`src/rtl/pw_pkg.sv`:
```
package pw_pkg;
  typedef enum logic {
    ST_IDLE    = 1'b0,
    ST_COLLECT = 1'b1
  } sess_e;

  // Protection code vs. top two address bits (quarter index).
  function automatic logic quad_protected(input logic [1:0] code, input logic [1:0] quad);
    case (code)
      2'b01:   return quad == 2'b11;
      2'b10:   return quad[1];
      2'b11:   return 1'b1;
      default: return 1'b0;
    endcase
  endfunction
endpackage

```
`src/rtl/pw_page_buf.sv`:
```
module pw_page_buf #(
  parameter int PAGE_W = 5
) (
  input  logic              clk_i,
  input  logic              rst_ni,
  input  logic              clr_i,
  input  logic              we_i,
  input  logic [PAGE_W-1:0] widx_i,
  input  logic [7:0]        wdata_i,
  input  logic [PAGE_W-1:0] ridx_i,
  output logic [7:0]        rdata_o,
  output logic              rvalid_o
);
  localparam int Slots = 1 << PAGE_W;

  logic [7:0]       data_q  [Slots];
  logic [Slots-1:0] valid_q;

  for (genvar s = 0; s < Slots; s++) begin : g_slot
    always_ff @(posedge clk_i or negedge rst_ni) begin
      if (!rst_ni) begin
        data_q[s]  <= '0;
        valid_q[s] <= 1'b0;
      end else if (clr_i) begin
        valid_q[s] <= 1'b0;
      end else if (we_i && widx_i == PAGE_W'(s)) begin
        data_q[s]  <= wdata_i;
        valid_q[s] <= 1'b1;
      end
    end
  end

  assign rdata_o  = data_q[ridx_i];
  assign rvalid_o = valid_q[ridx_i];
endmodule

```
`src/rtl/pw_prot.sv`:
```
module pw_prot (
  input  logic [1:0] bp_i,
  input  logic [1:0] quad_i,
  output logic       prot_o
);
  import pw_pkg::*;
  assign prot_o = quad_protected(bp_i, quad_i);
endmodule

```
`src/rtl/pw_timer.sv`:
```
module pw_timer #(
  parameter int PAGE_W       = 5,
  parameter int WRITE_CYCLES = 625000
) (
  input  logic              clk_i,
  input  logic              rst_ni,
  input  logic              start_i,
  output logic              busy_o,
  output logic              scan_act_o,
  output logic [PAGE_W-1:0] scan_idx_o
);
  localparam int CntW = $clog2(WRITE_CYCLES + 1);
  localparam logic [PAGE_W-1:0] LastIdx = {PAGE_W{1'b1}};

  logic [CntW-1:0]   cnt_q;
  logic [PAGE_W-1:0] idx_q;
  logic              act_q;

  always_ff @(posedge clk_i or negedge rst_ni) begin
    if (!rst_ni) begin
      cnt_q <= '0;
      idx_q <= '0;
      act_q <= 1'b0;
    end else if (start_i) begin
      cnt_q <= CntW'(WRITE_CYCLES);
      idx_q <= '0;
      act_q <= 1'b1;
    end else begin
      if (cnt_q != '0) cnt_q <= cnt_q - 1'b1;
      if (act_q) begin
        if (idx_q == LastIdx) act_q <= 1'b0;
        else                  idx_q <= idx_q + 1'b1;
      end
    end
  end

  // Scan of 2**PAGE_W slots fits inside the busy window when WRITE_CYCLES >= 2**PAGE_W.
  assign busy_o     = cnt_q != '0;
  assign scan_act_o = act_q;
  assign scan_idx_o = idx_q;
endmodule

```
`src/rtl/pw_engine.sv`:
```
module pw_engine #(
  parameter int ADDR_W       = 10,
  parameter int PAGE_W       = 5,
  parameter int WRITE_CYCLES = 625000
) (
  input  logic              clk_i,
  input  logic              rst_ni,
  input  logic              cs_n_i,
  input  logic              wr_cmd_i,
  input  logic [ADDR_W-1:0] start_addr_i,
  input  logic              wel_i,
  input  logic [1:0]        bp_i,
  input  logic              byte_valid_i,
  input  logic [7:0]        byte_data_i,
  input  logic              mid_byte_i,
  input  logic              cmd_rdsr_i,
  output logic              arr_we_o,
  output logic [ADDR_W-1:0] arr_addr_o,
  output logic [7:0]        arr_data_o,
  output logic              busy_o,
  output logic              wel_clr_o,
  output logic              cmd_accept_o
);
  import pw_pkg::*;

  localparam int HiW = ADDR_W - PAGE_W;

  sess_e             state_q;
  logic [HiW-1:0]    page_q;
  logic [PAGE_W-1:0] ptr_q;
  logic              got_q;
  logic              clr_q;

  logic              sess_open, byte_take, cs_end, commit, prot;
  logic              scan_act, rvalid;
  logic [PAGE_W-1:0] scan_idx;
  logic [7:0]        rdata;

  assign sess_open = state_q == ST_IDLE && wr_cmd_i && !cs_n_i && wel_i && !busy_o;
  assign byte_take = state_q == ST_COLLECT && !cs_n_i && byte_valid_i;
  assign cs_end    = state_q == ST_COLLECT && cs_n_i;
  assign commit    = cs_end && got_q && !mid_byte_i && !prot;

  always_ff @(posedge clk_i or negedge rst_ni) begin
    if (!rst_ni) begin
      state_q <= ST_IDLE;
      page_q  <= '0;
      ptr_q   <= '0;
      got_q   <= 1'b0;
      clr_q   <= 1'b0;
    end else begin
      clr_q <= commit;
      if (sess_open) begin
        state_q <= ST_COLLECT;
        page_q  <= start_addr_i[ADDR_W-1:PAGE_W];
        ptr_q   <= start_addr_i[PAGE_W-1:0];
        got_q   <= 1'b0;
      end else if (cs_end) begin
        state_q <= ST_IDLE;
      end else if (byte_take) begin
        ptr_q <= ptr_q + 1'b1;
        got_q <= 1'b1;
      end
    end
  end

  pw_page_buf #(.PAGE_W(PAGE_W)) i_buf (
    .clk_i    (clk_i),
    .rst_ni   (rst_ni),
    .clr_i    (sess_open),
    .we_i     (byte_take),
    .widx_i   (ptr_q),
    .wdata_i  (byte_data_i),
    .ridx_i   (scan_idx),
    .rdata_o  (rdata),
    .rvalid_o (rvalid)
  );

  pw_prot i_prot (
    .bp_i   (bp_i),
    .quad_i (page_q[HiW-1:HiW-2]),
    .prot_o (prot)
  );

  pw_timer #(.PAGE_W(PAGE_W), .WRITE_CYCLES(WRITE_CYCLES)) i_timer (
    .clk_i      (clk_i),
    .rst_ni     (rst_ni),
    .start_i    (commit),
    .busy_o     (busy_o),
    .scan_act_o (scan_act),
    .scan_idx_o (scan_idx)
  );

  assign arr_we_o     = scan_act && rvalid;
  assign arr_addr_o   = {page_q, scan_idx};
  assign arr_data_o   = rdata;
  assign wel_clr_o    = clr_q;
  assign cmd_accept_o = !busy_o || cmd_rdsr_i;
endmodule

```
`config.mk`:
```
export PLATFORM = sky130hd
export DESIGN_NAME = pw_engine
export DESIGN_NICKNAME = d
export VERILOG_FILES = /design/src/rtl/pw_pkg.sv /design/src/rtl/pw_page_buf.sv /design/src/rtl/pw_prot.sv /design/src/rtl/pw_timer.sv /design/src/rtl/pw_engine.sv
export SDC_FILE = /design/constraint.sdc
export NUM_CORES = 1
export LEC_CHECK = 0
export BUFFER_PORTS_ARGS = -buffer_cell sky130_fd_sc_hd__buf_2
export CAP_MARGIN = 20
export CELL_PAD_IN_SITES_DETAIL_PLACEMENT = 1
export CELL_PAD_IN_SITES_GLOBAL_PLACEMENT = 2
export CORE_ASPECT_RATIO = 0.6
export CORE_MARGIN = 4
export CORE_UTILIZATION = 25
export CTS_CLUSTER_SIZE = 30
export DETAILED_ROUTE_END_ITERATION = 8
export GPL_ROUTABILITY_DRIVEN = 1
export PLACE_DENSITY_LB_ADDON = 0.1
export SLEW_MARGIN = 20
export SYNTH_ARGS = -nofsm -noshare
export SYNTH_HDL_FRONTEND = slang
export SYNTH_HIERARCHICAL = 1
export SYNTH_SLANG_ARGS = --single-unit
```
`constraint.sdc`:
```
create_clock -name clk_i -period 5.8 [get_ports clk_i]
set_input_delay 0.87 -clock clk_i [delete_from_list [all_inputs] [get_ports clk_i]]
set_output_delay 0.87 -clock clk_i [all_outputs]
set_load 0.005 [all_outputs]
```
Yosys cells after proc, flatten, opt, wreduce, memory -nomap -nowiden
Cells that the tools add are included.
- register bits after elaboration: 327
- input port bits: 28
- output and inout bits: 22
- logic and storage cells: 324
- add/subtract/negate cells: 3
- order comparisons: 2
- equality and inequality tests: 38
- multiplexer cells: 86
- bitwise operators: 3
- reductions and logical operators: 120
- operators with widths (cell ; count):
    == test 5 bit (second input constant) ; 17
    2-to-1 mux 1 bit ; 73
    nonzero test 2 bit ; 36
    AND reduction 2 bit ; 34
    logical AND 1 bit ; 43
    binary-select mux 8 bit (select 5 bit) ; 1
    == test 5 x 4 -> 1 bit (second input constant) ; 8
    2-to-1 mux 20 bit ; 2
    2-to-1 mux 5 bit ; 6
    == test 5 x 3 -> 1 bit (second input constant) ; 4
    nonzero test 20 bit ; 1
    subtractor 20 x 1 -> 20 bit (second input constant) ; 1
    2-to-1 mux 8 bit ; 2
    adder 5 x 1 -> 5 bit (second input constant) ; 2
    == test 5 x 2 -> 1 bit (second input constant) ; 2
    == test 2 bit (second input constant) ; 3
    >= comparator 6 bit (second input constant) ; 1
    less-than comparator 5 x 6 -> 1 bit (second input constant) ; 1
    inverter 5 -> 6 bit ; 1
    binary-select mux 1 bit (select 5 bit) ; 1
    == test 5 x 1 -> 1 bit (second input constant) ; 1
    zero test 5 bit ; 1
    zero test 1 bit ; 4
    one-hot mux 1 bit (3 select lines) ; 1
    other kinds (5) ; 6

Longest topological paths before layout
- depth in word-level cells: 7
- gate-level depth with buffers: 14
- gate-level depth less buffers: 11

Modules after synthesis
The synthesis kept the hierarchy.
- modules (own cells, without submodules) (module ; times used ; cells an instance ; area an instance (um^2) ; seq. area each (um^2)):
    pw_page_buf ; 1 ; 804 ; 13108.8 ; 7206.9
    pw_timer ; 1 ; 147 ; 1411.4 ; 650.6
    pw_engine ; 1 ; 53 ; 600.6 ; 325.3
    pw_prot ; 1 ; 3 ; 13.8 ; 0.0

Worst setup path before layout
Ideal clock, no wire load.
- path type: reg2reg
- from: register i_timer.cnt_q[14]
- to: register i_buf/data_q[104] (netlist bit)
- library setup time: 0.125 ns
- arrival time: 3.272 ns
- required time: 5.675 ns
- path slack: 2.403 ns
- stages on the path, launching flop included: 12
- buffers on the path: 2
- clock period less this slack: 3.397 ns
- cell sequence: dfrtp_1 -> or4_4 -> nor4_1 -> nand3_1 -> nor2_1 -> nand3_2 -> inv_2 -> clkbuf_1 -> and3b_1 -> clkbuf_1 -> nand3_1 -> mux2_2
- cells in the longest elaborated chain, start to end: 5
- RTL lines (what ; RTL line ; source):
    start, declared ; pw_timer.sv:15 ; logic [CntW-1:0] cnt_q;
    start signal, assigned ; pw_timer.sv:25 ; cnt_q <= CntW'(WRITE_CYCLES);
    start signal, assigned ; pw_timer.sv:29 ; if (cnt_q != '0) cnt_q <= cnt_q - 1'b1;
    nonzero test 20 bit ; pw_timer.sv:38 ; assign busy_o = cnt_q != '0;
    named net busy_o ; pw_engine.sv:20 ; output logic busy_o,
    zero test 1 bit ; pw_engine.sv:39 ; assign sess_open = state_q == ST_IDLE && wr_cmd_i && !cs_n_i && wel_i && !busy_o;
    logical AND 1 bit ; pw_engine.sv:39 ;
    named net sess_open ; pw_engine.sv:34 ; logic sess_open, byte_take, cs_end, commit, prot;
    inverter 1 bit (no line) ; n/a ;
    AND reduction 2 bit (no line) ; n/a ;
    end signal, assigned by index ; pw_page_buf.sv:27 ; data_q[s] <= wdata_i;
    end, declared ; pw_page_buf.sv:16 ; logic [7:0] data_q [Slots];
The timed path passes the listed nets, and every way through them passes these cells.
A chain may end at the register's enable or synchronous reset.

Final worst setup path
- from: register i_timer.idx_q[1], in the netlist i_timer/scan_idx_o[1]
- to: output arr_we_o
- cells in the longest elaborated chain, start to end: 3
- RTL lines (what ; RTL line ; source):
    start, declared ; pw_timer.sv:16 ; logic [PAGE_W-1:0] idx_q;
    start signal, assigned ; pw_timer.sv:32 ; else idx_q <= idx_q + 1'b1;
    binary-select mux 1 bit (select 5 bit) ; pw_page_buf.sv:34 ; assign rvalid_o = valid_q[ridx_i];
    2-to-1 mux 1 bit (implied by the code) ; pw_page_buf.sv:34 ;
    named net rvalid ; pw_engine.sv:35 ; logic scan_act, rvalid;
    logical AND 1 bit ; pw_engine.sv:94 ; assign arr_we_o = scan_act && rvalid;
    end, declared ; pw_engine.sv:17 ; output logic arr_we_o,
The timed path passes the listed nets, and every way through them passes these cells. The select of a mux whose other input is x is not followed.

==> results_dict.tcl <==
set metrics [dict create \
    status "finished, final reports clean" \
    p_sw_share_pct 23.94 \
    setup_ws_ns 1.301 \
    end_kind "output pin" \
    cts_hold_buf 0 \
    drive_gt1_share_pct 48.09 \
    top_usage_layer "met1" \
    synth.most_common_cell "dfrtp_1" \
    power_density_nw_per_um2 280.4 \
    clockBufferDepth 3 \
    dieHeight_um 198.6 \
    pre_cts_ws_ns 1.675 \
    yosysWarnings 6 \
    start_util_pct 25.41 \
    core_area_um2 59570 \
    synth_edf_count 0 \
    synth.top_cell.area_share_pct 54.07 \
    path_class "flip-flop to output pin" \
    critPathMaxFanout 40 \
    cts_resized 0 \
    critPathArrivalTime_ns 3.63 \
    p_clk_share_pct 46.8 \
    via_per_inst 4.783 \
    drv_cap 0 \
    synth_nets 1040 \
    drt-total-wl_um 45360 \
    hpwl_um 29660 \
    wire_per_inst_um 24.46 \
    syn_area_per_cell_um2 15.03 \
    htreeDepth 2 \
    num_rows 69 \
    overflow 0 \
    finalCriticalPeriod_ns 4.499 \
    grt_usage_pct 14.22 \
    p_total_mw 4.889 \
    postCtsSetupBuffers 0 \
    period_share_pct 77.58 \
    seqPwrFrac_pct 48.4 \
    grtUsageMet1_pct 23.34 \
    cts_buffers 37 \
    hold_path_class "input pin to asynchronous set/reset pin" \
    async_flop_share_pct 100.0 \
    maxSlewViolCount 0 \
    antenna_found_initial 2 \
    drt_iter0_markers 392 \
    ios 50 \
    die_x_um 325.6 \
    worst_pin_slew_ns 1.079 \
    ant_nets 0 \
    drc 0 \
    synth_largest_area_cell "dfrtp_1" \
    syn2layout_area_growth_pct 15.21 \
    startpoint_type "flip-flop" \
    rsz0062_at_grt "no" \
    timing.fmax_ghz 0.2222 \
    first_pass_iters 5 \
    worstPathRequired_ns 4.93 \
    clk_root_buffer_cell "clkbuf_16" \
    setup_viol 0 \
    grtUsageMet2_pct 19.15 \
    fin_area_um2 17440 \
    clk_latency_ns 0.54 \
    hold_viol 0 \
    routabilityCongestion 0.6922 \
    synth_area_leaders "dfrtp_1 (54%), mux2_2 (20%), mux4_2 (13%)" \
    met3_usage_pct 2.670 \
    slew_headroom_pct 27.92 \
    netlist_area_um2 15130 \
    cts_tree "done" \
    yosysSeqAreaShare_pct 54.07 \
    switchingPower_mw 1.170 \
    synthTopCellsByCount "dfrtp_1 (327), mux2_2 (272), mux4_2 (90)" \
    io_buffers 49 \
    setup-tns-final_ns 0 \
    grt_pass1_vias 9611 \
    intPower_mw 3.719 \
    grt_max_degree 90 \
    leakage_nw 8.224 \
    pwr-share-comb_pct 4.8 \
    synth.distinct_cells 49 \
    dieArea_um2 64670 \
    final_nets 1082 \
    ys.flop_type "dfrtp_1" \
    vias 8867 \
    synth_cells 1007 \
    clk_pin_slew_ns 0.06 \
    cts_num_sinks 327 \
    fillerInstances 6272 \
    grt_pass1_wl_um 68400 \
    place_area_um2 16290 \
    skew_ns 0.01704 \
    ys_seq_elements 327 \
    irDropWorstVdd_mv 0.2044 \
]
==> kinds of logic (layout without fill, tap and decap cells) <==
family                   Yosys count  count (layout)  synth area share, %
AND/OR/NAND/NOR                  139             139                5.795
XOR/XNOR                           4               4               0.2315
AO/OA/AOI/OAI                     74              74                3.067
buffers and inverters             94             158                2.662
other                              0               2                    0
flip-flops                       327             327                54.07
multiplexers                     364             364                33.76
adder cells (fa/ha/maj)            5               5               0.4134
==> stage by stage <==
step           cells  hold WS [ns]  util [%]
6_report        1854        0.2957     29.27
5_1_grt         1852        0.3214     29.26
4_1_cts         1852        0.3168     29.26
3_5_place_dp    1791        0.4663     27.34
3_3_place_gp    1791        0.4588     27.34
2_1_floorplan   1007        0.4484         -
==> per-layer routing <==
metal | share of wire, % | vias up
met5 | 0 | -
met4 | 1.4 | 0
met2 | 39 | 106
li1 | - | 3876
met1 | 56 | 4840
met3 | 3.6 | 45
==> flip-flops by register name, summed over array words and instances, names as in the netlist <==
register	cells
i_buf/data_q	256
got_q	1
i_timer/scan_idx_o	5
wel_clr_o	1
state_q	1
i_timer/cnt_q	20
i_timer/scan_act_o	1
i_buf/valid_q	32
page_q	5
ptr_q	5
==> cell type report <==
| type | instances | area, µm² | area share, % |
|---|---|---|---|
| Inverter | 24 | 90.09 | 0.5166 |
| Timing Repair Buffer | 73 | 473.0 | 2.712 |
| Clock buffer | 58 | 1127 | 6.465 |
| Tap cell | 781 | 977.2 | 5.604 |
| Clock inverter | 3 | 18.77 | 0.1076 |
| Multi-Input combinational cell | 586 | 6554 | 37.59 |
| Sequential cell | 327 | 8192 | 46.98 |
| Antenna cell | 2 | 5.005 | 0.02870 |
==> worst paths after layout <==
path                                        from                     to  slack [ns]  cells past startpoint
max                        i_timer/scan_idx_o[1]               arr_we_o        1.30                      6
min                                       rst_ni      i_buf/data_q[222]        0.30                      1
max reg2reg                     i_timer/cnt_q[6]      i_buf/data_q[153]        1.59                     10
min reg2reg                    i_buf/valid_q[15]      i_buf/valid_q[15]        0.48                      1
max in group asynchronous                 rst_ni  i_timer/scan_idx_o[1]        4.30                      2
min in group clk_i             i_buf/valid_q[15]      i_buf/valid_q[15]        0.48                      1
==> critical path: stages, from the launching register on <==
cell	delay, ns
dfrtp_4	1.00
buf_12	0.42
mux4_2	0.56
mux4_2	0.47
mux2_2	0.33
and2_1	0.17
buf_2	0.13
==> power by group through the flow <==
stage	Clock, mW	Combinational, mW	Sequential (mW)
after floorplan	0	0.123	2.39
after global placement	0	0.244	2.41
after detailed placement	0	0.244	2.41
after CTS	2.40	0.245	2.36
after global routing	2.50	0.269	2.37
final	2.29	0.236	2.36
==> cells in the final DEF, fill, tap and decap left out, types with 15 or more instances in the layout <==
| master | instances |
|---|---|
| buf_4 | 21 |
| nor2_1 | 18 |
| buf_2 | 48 |
| o21ai_0 | 27 |
| mux2_2 | 272 |
| inv_1 | 23 |
| nor3_2 | 15 |
| clkbuf_16 | 39 |
| a21o_1 | 17 |
| nand3_1 | 27 |
| mux4_2 | 90 |
| dfrtp_1 | 324 |
Power figures use the tool's default switching activity.
